===== src/rtl/cis_line_timer.sv =====
module cis_line_timer #(
  parameter int PW           = 12,
  parameter int MIN_PERIOD   = 16,
  parameter int FAST_LIMIT   = 20,
  parameter int SLOW_LIMIT   = 200,
  parameter int PIX_PER_CHIP = 192,
  parameter int MAX_CHIPS    = 32,
  parameter int LPW          = 16,
  parameter int CHW          = $clog2(MAX_CHIPS + 1),
  parameter int IW           = $clog2(MAX_CHIPS * PIX_PER_CHIP)
) (
  input  logic           clk,
  input  logic           rst_n,
  input  logic [PW-1:0]  cfg_period,
  input  logic [PW-1:0]  cfg_amp_dly,
  input  logic [CHW-1:0] cfg_chips,
  input  logic [LPW-1:0] cfg_line_cycles,
  input  logic           line_req,
  input  logic           eos_in,
  output logic           cp_o,
  output logic           sp_o,
  output logic           rst_sw_o,
  output logic           adc_stb_o,
  output logic [IW-1:0]  pix_idx_o,
  output logic           line_done_o,
  output logic           err_timeout_o,
  output logic           err_early_o,
  output logic           slow_warn_o
);
  localparam int CW = $clog2(MAX_CHIPS * PIX_PER_CHIP + 3);

  logic [PW-1:0]  ph, p_r, h_r, s_r;
  logic [PW-1:0]  p_eff, h_new, s_new;
  logic [PW:0]    s_sum;
  logic [CHW-1:0] chips_c;
  logic [CW-1:0]  np_new, np_r, cnt;
  logic [LPW-1:0] lp_cnt;
  logic           busy, sp_cyc, eos_seen, req_pend, eos_q;
  logic           wrap, eos_rise, eos_hit, eos_early, line_ok;

  assign p_eff = (cfg_period < PW'(MIN_PERIOD)) ? PW'(MIN_PERIOD) : cfg_period;
  assign h_new = (p_eff <= PW'(FAST_LIMIT)) ? (p_eff >> 1) : (p_eff >> 2);
  assign s_sum = {1'b0, p_eff} - {1'b0, h_new} + {1'b0, cfg_amp_dly};
  assign s_new = (s_sum > ({1'b0, p_eff} - (PW+1)'(1))) ? (p_eff - PW'(1)) : s_sum[PW-1:0];
  assign slow_warn_o = (p_eff > PW'(SLOW_LIMIT));

  assign chips_c = (cfg_chips == '0) ? CHW'(1) :
                   (cfg_chips > CHW'(MAX_CHIPS)) ? CHW'(MAX_CHIPS) : cfg_chips;
  assign np_new  = CW'(chips_c) * CW'(PIX_PER_CHIP);

  assign wrap      = (ph == p_r - PW'(1));
  assign eos_rise  = eos_in & ~eos_q;
  assign eos_hit   = busy & eos_rise & (cnt >= np_r);
  assign eos_early = busy & eos_rise & (cnt < np_r);
  assign line_ok   = req_pend & ~busy &
                     (({1'b0, lp_cnt} + (LPW+1)'(1)) >= {1'b0, cfg_line_cycles});

  assign cp_o        = (ph < h_r);
  assign rst_sw_o    = cp_o;
  assign sp_o        = sp_cyc & (ph != '0);
  assign adc_stb_o   = busy & (cnt != '0) & (cnt <= np_r) & (ph == s_r);
  assign pix_idx_o   = adc_stb_o ? IW'(cnt - CW'(1)) : '0;

  always_ff @(posedge clk or negedge rst_n) begin
    if (!rst_n) begin
      ph            <= '0;
      p_r           <= PW'(MIN_PERIOD);
      h_r           <= PW'(MIN_PERIOD / 2);
      s_r           <= PW'(MIN_PERIOD - 1);
      cnt           <= '0;
      np_r          <= CW'(PIX_PER_CHIP);
      lp_cnt        <= '1;
      busy          <= 1'b0;
      sp_cyc        <= 1'b0;
      eos_seen      <= 1'b0;
      req_pend      <= 1'b0;
      eos_q         <= 1'b0;
      line_done_o   <= 1'b0;
      err_timeout_o <= 1'b0;
      err_early_o   <= 1'b0;
    end else begin
      eos_q       <= eos_in;
      line_done_o <= 1'b0;
      if (eos_hit)   eos_seen    <= 1'b1;
      if (eos_early) err_early_o <= 1'b1;
      if (wrap) begin
        ph     <= '0;
        p_r    <= p_eff;
        h_r    <= h_new;
        s_r    <= s_new;
        sp_cyc <= 1'b0;
        if (lp_cnt != '1) lp_cnt <= lp_cnt + LPW'(1);
        if (busy) begin
          if ((cnt >= np_r) && (eos_seen || eos_hit)) begin
            busy        <= 1'b0;
            line_done_o <= 1'b1;
          end else if (cnt >= np_r + CW'(2)) begin
            busy          <= 1'b0;
            line_done_o   <= 1'b1;
            err_timeout_o <= 1'b1;
          end else begin
            cnt <= cnt + CW'(1);
          end
        end else if (line_ok) begin
          busy     <= 1'b1;
          sp_cyc   <= 1'b1;
          cnt      <= '0;
          np_r     <= np_new;
          lp_cnt   <= '0;
          eos_seen <= 1'b0;
          req_pend <= 1'b0;
        end
      end else begin
        ph <= ph + PW'(1);
      end
      if (line_req) req_pend <= 1'b1;
    end
  end

  logic       cp_q;
  logic [1:0] sp_falls;
  always_ff @(posedge clk or negedge rst_n) begin
    if (!rst_n) begin
      cp_q     <= 1'b0;
      sp_falls <= '0;
    end else begin
      cp_q <= cp_o;
      if (!sp_o) sp_falls <= '0;
      else if (cp_q && !cp_o && sp_falls != 2'd3) sp_falls <= sp_falls + 2'd1;
    end
  end


  sp_single_fall_chk: assert property (@(posedge clk) disable iff (!rst_n)
    sp_o |-> (sp_falls <= 2'd1));

  sp_rise_in_high_chk: assert property (@(posedge clk) disable iff (!rst_n)
    $rose(sp_o) |-> cp_o);

  sp_fall_at_rise_chk: assert property (@(posedge clk) disable iff (!rst_n)
    $fell(sp_o) |-> $rose(cp_o));

  stb_outside_sp_chk: assert property (@(posedge clk) disable iff (!rst_n)
    adc_stb_o |-> (!sp_o && pix_idx_o < IW'(np_r)));

  done_pulse_chk: assert property (@(posedge clk) disable iff (!rst_n)
    line_done_o |=> !line_done_o);

  timeout_sticky_chk: assert property (@(posedge clk) disable iff (!rst_n)
    $past(err_timeout_o) |-> err_timeout_o);

  early_sticky_chk: assert property (@(posedge clk) disable iff (!rst_n)
    $past(err_early_o) |-> err_early_o);
endmodule


===== config.mk =====
export PLATFORM = sky130hd
export DESIGN_NAME = cis_line_timer
export DESIGN_NICKNAME = d
export VERILOG_FILES = /design/src/rtl/cis_line_timer.sv
export SDC_FILE = /design/constraint.sdc
export NUM_CORES = 1
export LEC_CHECK = 0
export BUFFER_PORTS_ARGS = -buffer_cell sky130_fd_sc_hd__buf_2
export CELL_PAD_IN_SITES_DETAIL_PLACEMENT = 0
export CELL_PAD_IN_SITES_GLOBAL_PLACEMENT = 1
export CORE_ASPECT_RATIO = 1.5
export CORE_MARGIN = 2
export CORE_UTILIZATION = 40
export DETAILED_ROUTE_END_ITERATION = 16
export GPL_ROUTABILITY_DRIVEN = 0
export PLACE_DENSITY = 0.8
export REMOVE_ABC_BUFFERS = 1
export SYNTH_ARGS = -nofsm -noshare
export SYNTH_HDL_FRONTEND = slang
export SYNTH_SLANG_ARGS = --single-unit

===== constraint.sdc =====
create_clock -name clk -period 5.3 [get_ports clk]
set_clock_uncertainty 0.15 [all_clocks]
set_input_delay 0.53 -clock clk [delete_from_list [all_inputs] [get_ports clk]]
set_output_delay 0.53 -clock clk [all_outputs]
set_load 0.02 [all_outputs]

==> metrics, run 1 <==
antenna cells 0; Logic pwr share 32.6%; Layout Nets 1165; top-level I/O count 71; synth-to-layout area growth 20.4%; hold buffer count at cts 0; initial antenna violation count 0; initial DRC count 253; RSZ-0062 raised after global routing true; multi-input logic area 5080 sq um; Psw 604 uW; first-pass iteration count of the detailed router 4; max-slew violations 0; Non-Filler Instances 1290; Relative slew margins 44.0%; # clock sinks 91; Internal 1.47 mW; GRT overflow 0; Top cell by count, worst path buf_4; async set-reset flop share out of synthesis 100%; synth warn 0; DP Worst Slack -0.836 ns; Post-Syn Area 7690 sq um; Worst Path Required 5.41 ns; Register Area 2310 sq um; pwr/cell area 224 nW/um^2; top cells by area, synth dfrtp_1 22%, ha_1 12%, dfstp_2 8.2%; Post-Route WL 18.5 mm; final core occ 48.7%; Critical Path AT 5.43 ns; worst hold-check path type input pin to async pin; Pleak 4.50 nW; failing checks negative setup slack; Clock Power Share 33.3%; Mapped Cells 933; final worst path period need 5.32 ns; Most used DFF post-synth dfrtp_1; Distinct cells, synth 67; H-tree depth 3; Power Total 2.08 mW; Starting Density 40.5%; Avg Cell Area, Syn 8.24 sq um; ANT nets after route 0; most common cell after layout, fill and taps aside nand2_1; die span in y 174 microns; critical path's slowest cell fa_1; vias in the first global route 6527; first-pass GRT wire length 30.4 mm; Via density 5.16; final count of hold timing violations 0; CP startpoint kind input pin; Crit Path Class input pin to register; worst-path fanout max 7; slew at the pin closest to its max-slew limit 0.840 ns; area leader, netlist dfrtp_1; crit end category register; TritonCTS clock tree built; Num CTS Buffers 9; placed cells 1257; worst vdd ir 149 uV; Die Area 20400 sq um; post-route worst setup slack -0.0213 ns; Post-synth EDFFs 0; max-cap violations 0; Clock Path Buffers 2; Clock transition at path regs 0.06 ns; Fmax 188 MHz; Clk Latency, worst-skew pair 0.34 ns; core outline area 19000 sq um; most frequent cells in the layout 92 x nand2_1, 89 x inv_1, 84 x nor2_1; via count 6662; all-layer global routing usage 18.8%; row cnt 62; Root Driver clkbuf_16; layout cell share with drive strength beyond 1 23.3%; Final HPWL DP 14.2 mm; Die X 117 microns; sequential power share 34.1%; status finished with violations; Yosys top cell area share 21.8%; hold slack 0.0210 ns; switching portion of total power 29.1%; largest net degree at the start of global routing 55; wire length per cell 14.3 microns; sequential area share after synthesis 30.0%; Critical Path Max Stage Delay 0.47 ns; Post-route DRC 0; Final period util 100%; I/O Buffers 70; Seq cells post-synth 91; number of setup violations in the final report 9; Layout fillers 1900
-- Yosys cell counts (all sizes together), types with 12 or more instances --
cell / instances
o21ai: 49
nand4: 13
and2: 15
xnor2: 60
nor4: 14
inv: 93
clkbuf: 44
dfrtp: 67
ha: 74
a21oi: 36
nand3: 32
and3: 21
nand2: 95
dfstp: 24
a21o: 19
fa: 12
nor3: 22
xor2: 29
o31ai: 12
nor2: 88
-- critical path, delay by kind of cell --
family,cells,cell delay [ns]
AOI/OAI and AO/OA,7,1.00
xor gates and xnor gates,1,0.08
adders and majority gates,4,1.35
buffers and inverters,7,0.94
and+or+nand+nor,11,1.54
-- power by group through the flow --
stage	sequential (mW)	clock, mW	combinational (mW)
4_1_cts	0.708	0.701	0.622
6_report	0.708	0.692	0.677
3_3_place_gp	0.720	0	0.527
3_5_place_dp	0.720	0	0.540
5_1_grt	0.708	0.733	0.756
2_1_floorplan	0.719	0	0.329
-- what timing repair did --
item                                    CTS  global route
endpoints found under the setup margin   12            12
resized for setup                        37            36
cloned                                    1             0
buffers inserted                         13             4
pin swaps                                38            21
-- logic make-up after synthesis --
logic type / after synthesis / share of synthesized area [%]
buffers and inverters: 144 / 7.24
DFF: 91 / 30.0
xor gates and xnor gates: 89 / 10.1
and+or+nand+nor: 345 / 21.9
AOI/OAI and AO/OA: 166 / 14.1
other: 2 / 0.0976
muxes: 10 / 1.32
adders and majority gates: 86 / 15.2
-- registers in the layout, indices dropped and copies added, names as in the netlist, 7 cells and up --
signal  cells
cnt        13
np_r        7
h_r        11
ph         12
lp_cnt     16
s_r        12
p_r        12
-- cell type report --
| cell class | count | share of cell area (%) |
|---|---|---|
| clock buffers | 10 | 2.47 |
| clock inverters | 6 | 0.973 |
| inverters | 93 | 3.80 |
| multi-input cells | 698 | 54.9 |
| flip-flops and latches | 91 | 24.9 |
| well taps | 256 | 3.46 |
| repair buffers | 136 | 9.51 |
-- routing by layer --
layer / track usage [%] / vias to the layer above / wire length, microns
met3: 2.03 / 31 / 496
li1: - / 3357 / -
met5: 0 / - / 0
met4: 6.62 / 0 / 454
met2: 36.0 / 110 / 10200
met1: 20.6 / 3164 / 7360
-- path summary, 6_finish.rpt --
check,startpoint,end,slack [ns],cells past startpoint
max in group asynchronous,rst_n,line_done_o$_DFF_PN0_,3.92,2
max,cfg_period[10],s_r[6]$_DFFE_PN0N_,-0.02,30
min in group clk,eos_in,eos_q$_DFF_PN0_,0.15,1
max reg2reg,lp_cnt[0]$_DFFE_PN1N_,cnt[1]$_DFFE_PN0P_,1.11,16
min reg2reg,err_early_o$_DFFE_PN0P_,err_early_o$_DFFE_PN0P_,0.31,1
min,rst_n,ph[0]$_DFF_PN0_,0.02,1
-- metrics by stage --
step	instance area (sq um)	TNS, ns
global route	9260	-3.00
finish	9260	-0.119
CTS	9080	-1.95
global placement	8530	-8.52
detailed placement	8530	-9.45
floorplan	7480	-38.97
Note: power is estimated with default switching activity, not from simulation.
==> run 2: changes to the inputs <==
--- a/config.mk
+++ b/config.mk
@@ -8,12 +8,12 @@
 export BUFFER_PORTS_ARGS = -buffer_cell sky130_fd_sc_hd__buf_2
 export CELL_PAD_IN_SITES_DETAIL_PLACEMENT = 0
 export CELL_PAD_IN_SITES_GLOBAL_PLACEMENT = 1
-export CORE_ASPECT_RATIO = 1.5
+export CORE_ASPECT_RATIO = 0.5
 export CORE_MARGIN = 2
-export CORE_UTILIZATION = 40
+export CORE_UTILIZATION = 46
 export DETAILED_ROUTE_END_ITERATION = 16
 export GPL_ROUTABILITY_DRIVEN = 0
-export PLACE_DENSITY = 0.8
+export PLACE_DENSITY = 0.9
 export REMOVE_ABC_BUFFERS = 1
 export SYNTH_ARGS = -nofsm -noshare
 export SYNTH_HDL_FRONTEND = slang
==> run 2 against run 1 <==
  * The flow still finishes with violations (negative setup slack)
  * Worst setup slack worse by 0.29 ns
  * Cell count is 2.0% lower
  * Clock power is 5.1% lower
  * Combinational power hardly changed
  * Final area is 0.34% lower
  * Non-clock buffer count is 3 higher
  * Sequential share of layout area is 0.084 points higher
  * Die area is 12% lower
  * Fmax is 5.1% lower
  * Largest cell class unchanged
==> metrics, run 2 (synthesized netlist as in run 1, its figures left out) <==
initial DRC count 362 (+43%); Power Total 2.04 mW (-1.7%); Layout fillers 1511 (-20%); number of setup violations in the final report 12 (+3); core outline area 16400 sq um (-14%); most common cell after layout, fill and taps aside nand2_1; Post-Place Cell Area 8500 sq um (-0.34%); setup TNS -3.20 ns (-3.08 ns); Register Area 2310 sq um (unchanged); H-tree depth 3 (unchanged); final worst path period need 5.61 ns (+0.287 ns); Die Area 17800 sq um (-12%); Worst Path Required 5.41 ns (about the same); antenna cells 0 (unchanged); die span in y 95.4 microns (-45%); Design Area, Final 9230 sq um (-0.34%); Reg with most FFs lp_cnt; Post-Route WL 19.1 mm (+3.4%); most frequent cells in the layout 90 x nand2_1, 89 x inv_1, 84 x nor2_1; top-level I/O count 71 (unchanged); Crit Path Class input pin to register; wire length per cell 15.1 microns (+5.5%); via count 6785 (+1.8%); Clk Latency, worst-skew pair 0.34 ns (about the same); Pleak 4.49 nW (-0.18%); DP Worst Slack -0.887 ns (-0.0506 ns); Clock Path Buffers 2 (unchanged); Non-Filler Instances 1264 (-2.0%); Via density 5.37 (+3.9%); first-pass iteration count of the detailed router 5 (+1); multi-input logic area 5090 sq um (about the same); crit end category register; worst vdd ir 132 uV (-12%); RSZ-0062 raised after global routing true; row cnt 33 (-47%); Critical Path AT 5.72 ns (+0.29 ns); worst-path fanout max 7 (unchanged); CP startpoint kind input pin; Die X 187 microns (+59%); Fmax 178 MHz (-5.1%); initial antenna violation count 0 (unchanged); Layout Nets 1168 (+0.26%); hold slack 0.0124 ns (-0.00858 ns); final core occ 56.5% (+7.7 points); GRT overflow 0 (unchanged); post-route worst setup slack -0.308 ns (-0.287 ns); status finished with violations; Clock transition at path regs 0.07 ns (about the same); first-pass GRT wire length 31.5 mm (+3.7%); synth-to-layout area growth 20.0%; slew at the pin closest to its max-slew limit 0.846 ns (+0.00683 ns); # clock sinks 91 (unchanged); Relative slew margins 43.6% (-0.46 points); max-slew violations 0 (unchanged); Post-route DRC 0 (unchanged); max FFs per register 16 (unchanged); placed cells 1229 (-2.2%); layout cell share with drive strength beyond 1 22.8% (-0.55 points); failing checks negative setup slack; ANT nets after route 0 (unchanged); all-layer global routing usage 21.9% (+3.1 points); pwr/cell area 221 nW/um^2 (-1.3%); Critical Path Max Stage Delay 0.51 ns (+0.04 ns); TritonCTS clock tree built; biggest regs lp_cnt x16, cnt x13; max-cap violations 0 (unchanged); vias in the first global route 6668 (+2.2%); Num CTS Buffers 9 (unchanged); largest net degree at the start of global routing 48 (-13%); I/O Buffers 70 (unchanged); worst hold-check path type input pin to async pin; critical path's slowest cell fa_1; Root Driver clkbuf_16; Final period util 106% (+5.4 points); Starting Density 47.0% (+6.6 points); final count of hold timing violations 0 (unchanged); Final HPWL DP 14.0 mm (-1.5%)
## run 2: cell count changes in the layout (fill, tap and decap cells not counted), moves of 2 or more
| cell | before | now |
|---|---|---|
| nand2_1 | 92 | 90 |
| buf_2 | 65 | 67 |
| o31ai_2 | 6 | 0 |
| o21ai_0 | 42 | 44 |
| and2_4 | 9 | 7 |
| o31ai_4 | 1 | 6 |
| o21ai_2 | 2 | 0 |
| and2_1 | 6 | 8 |
## run 2: repair_timing
action	CTS	global route
pin swaps	30	27
resized for setup	41	24
hold buffers	0	0
setup endpoints to repair	12	12
gates cloned	1	0
setup buffers	15	3
## run 2: area by class of cell
cell class                 count  share of cell area [%]
sequential                    91                    25.0
timing repair buffer         139                    9.69
multi-input combinational    698                    55.1
tap                          227                    3.08
clock inverter                 5                   0.678
clock buffer                  11                    2.63
inverter                      93                    3.81
## run 2: worst paths after layout
check                                      start             endpoint  slack (ns)  cells after the start
hold reg to reg               h_r[0]$_DFFE_PN0N_   h_r[0]$_DFFE_PN0N_        0.32                      2
hold / removal                             rst_n   p_r[1]$_DFFE_PN0N_        0.01                      1
max in group asynchronous                  rst_n  cnt[10]$_DFFE_PN0P_        3.95                      2
setup reg to reg           lp_cnt[0]$_DFFE_PN1N_   cnt[0]$_DFFE_PN0P_        0.71                     15
setup / recovery                   cfg_period[9]  s_r[11]$_DFFE_PN0N_       -0.31                     28
min in group clk                          eos_in      eos_q$_DFF_PN0_        0.18                      1
## run 2: worst max-delay path, delay by kind of cell
family | cells | cell delay [ns]
AO/OA/AOI/OAI | 12 | 2.31
adder cells (fa/ha/maj) | 4 | 1.16
AND/OR/NAND/NOR | 6 | 0.98
buffers and inverters | 5 | 0.52
XOR/XNOR | 1 | 0.21
## run 2: metal layers
| layer | vias to the layer above | routed length [microns] | global-route usage (%) |
|---|---|---|---|
| li1 | 3358 | - | - |
| met1 | 3277 | 8800 | 27.7 |
| met2 | 133 | 9260 | 39.1 |
| met3 | 17 | 850 | 3.68 |
| met4 | 0 | 213 | 6.02 |
| met5 | - | 0 | 0 |
## run 2: power by group
group          switching (mW)  internal, mW  total [mW]  leakage [nW]
clock                   0.277         0.380       0.657         0.142
sequential            0.00325         0.704       0.708         0.969
combinational           0.345         0.332       0.677          3.38
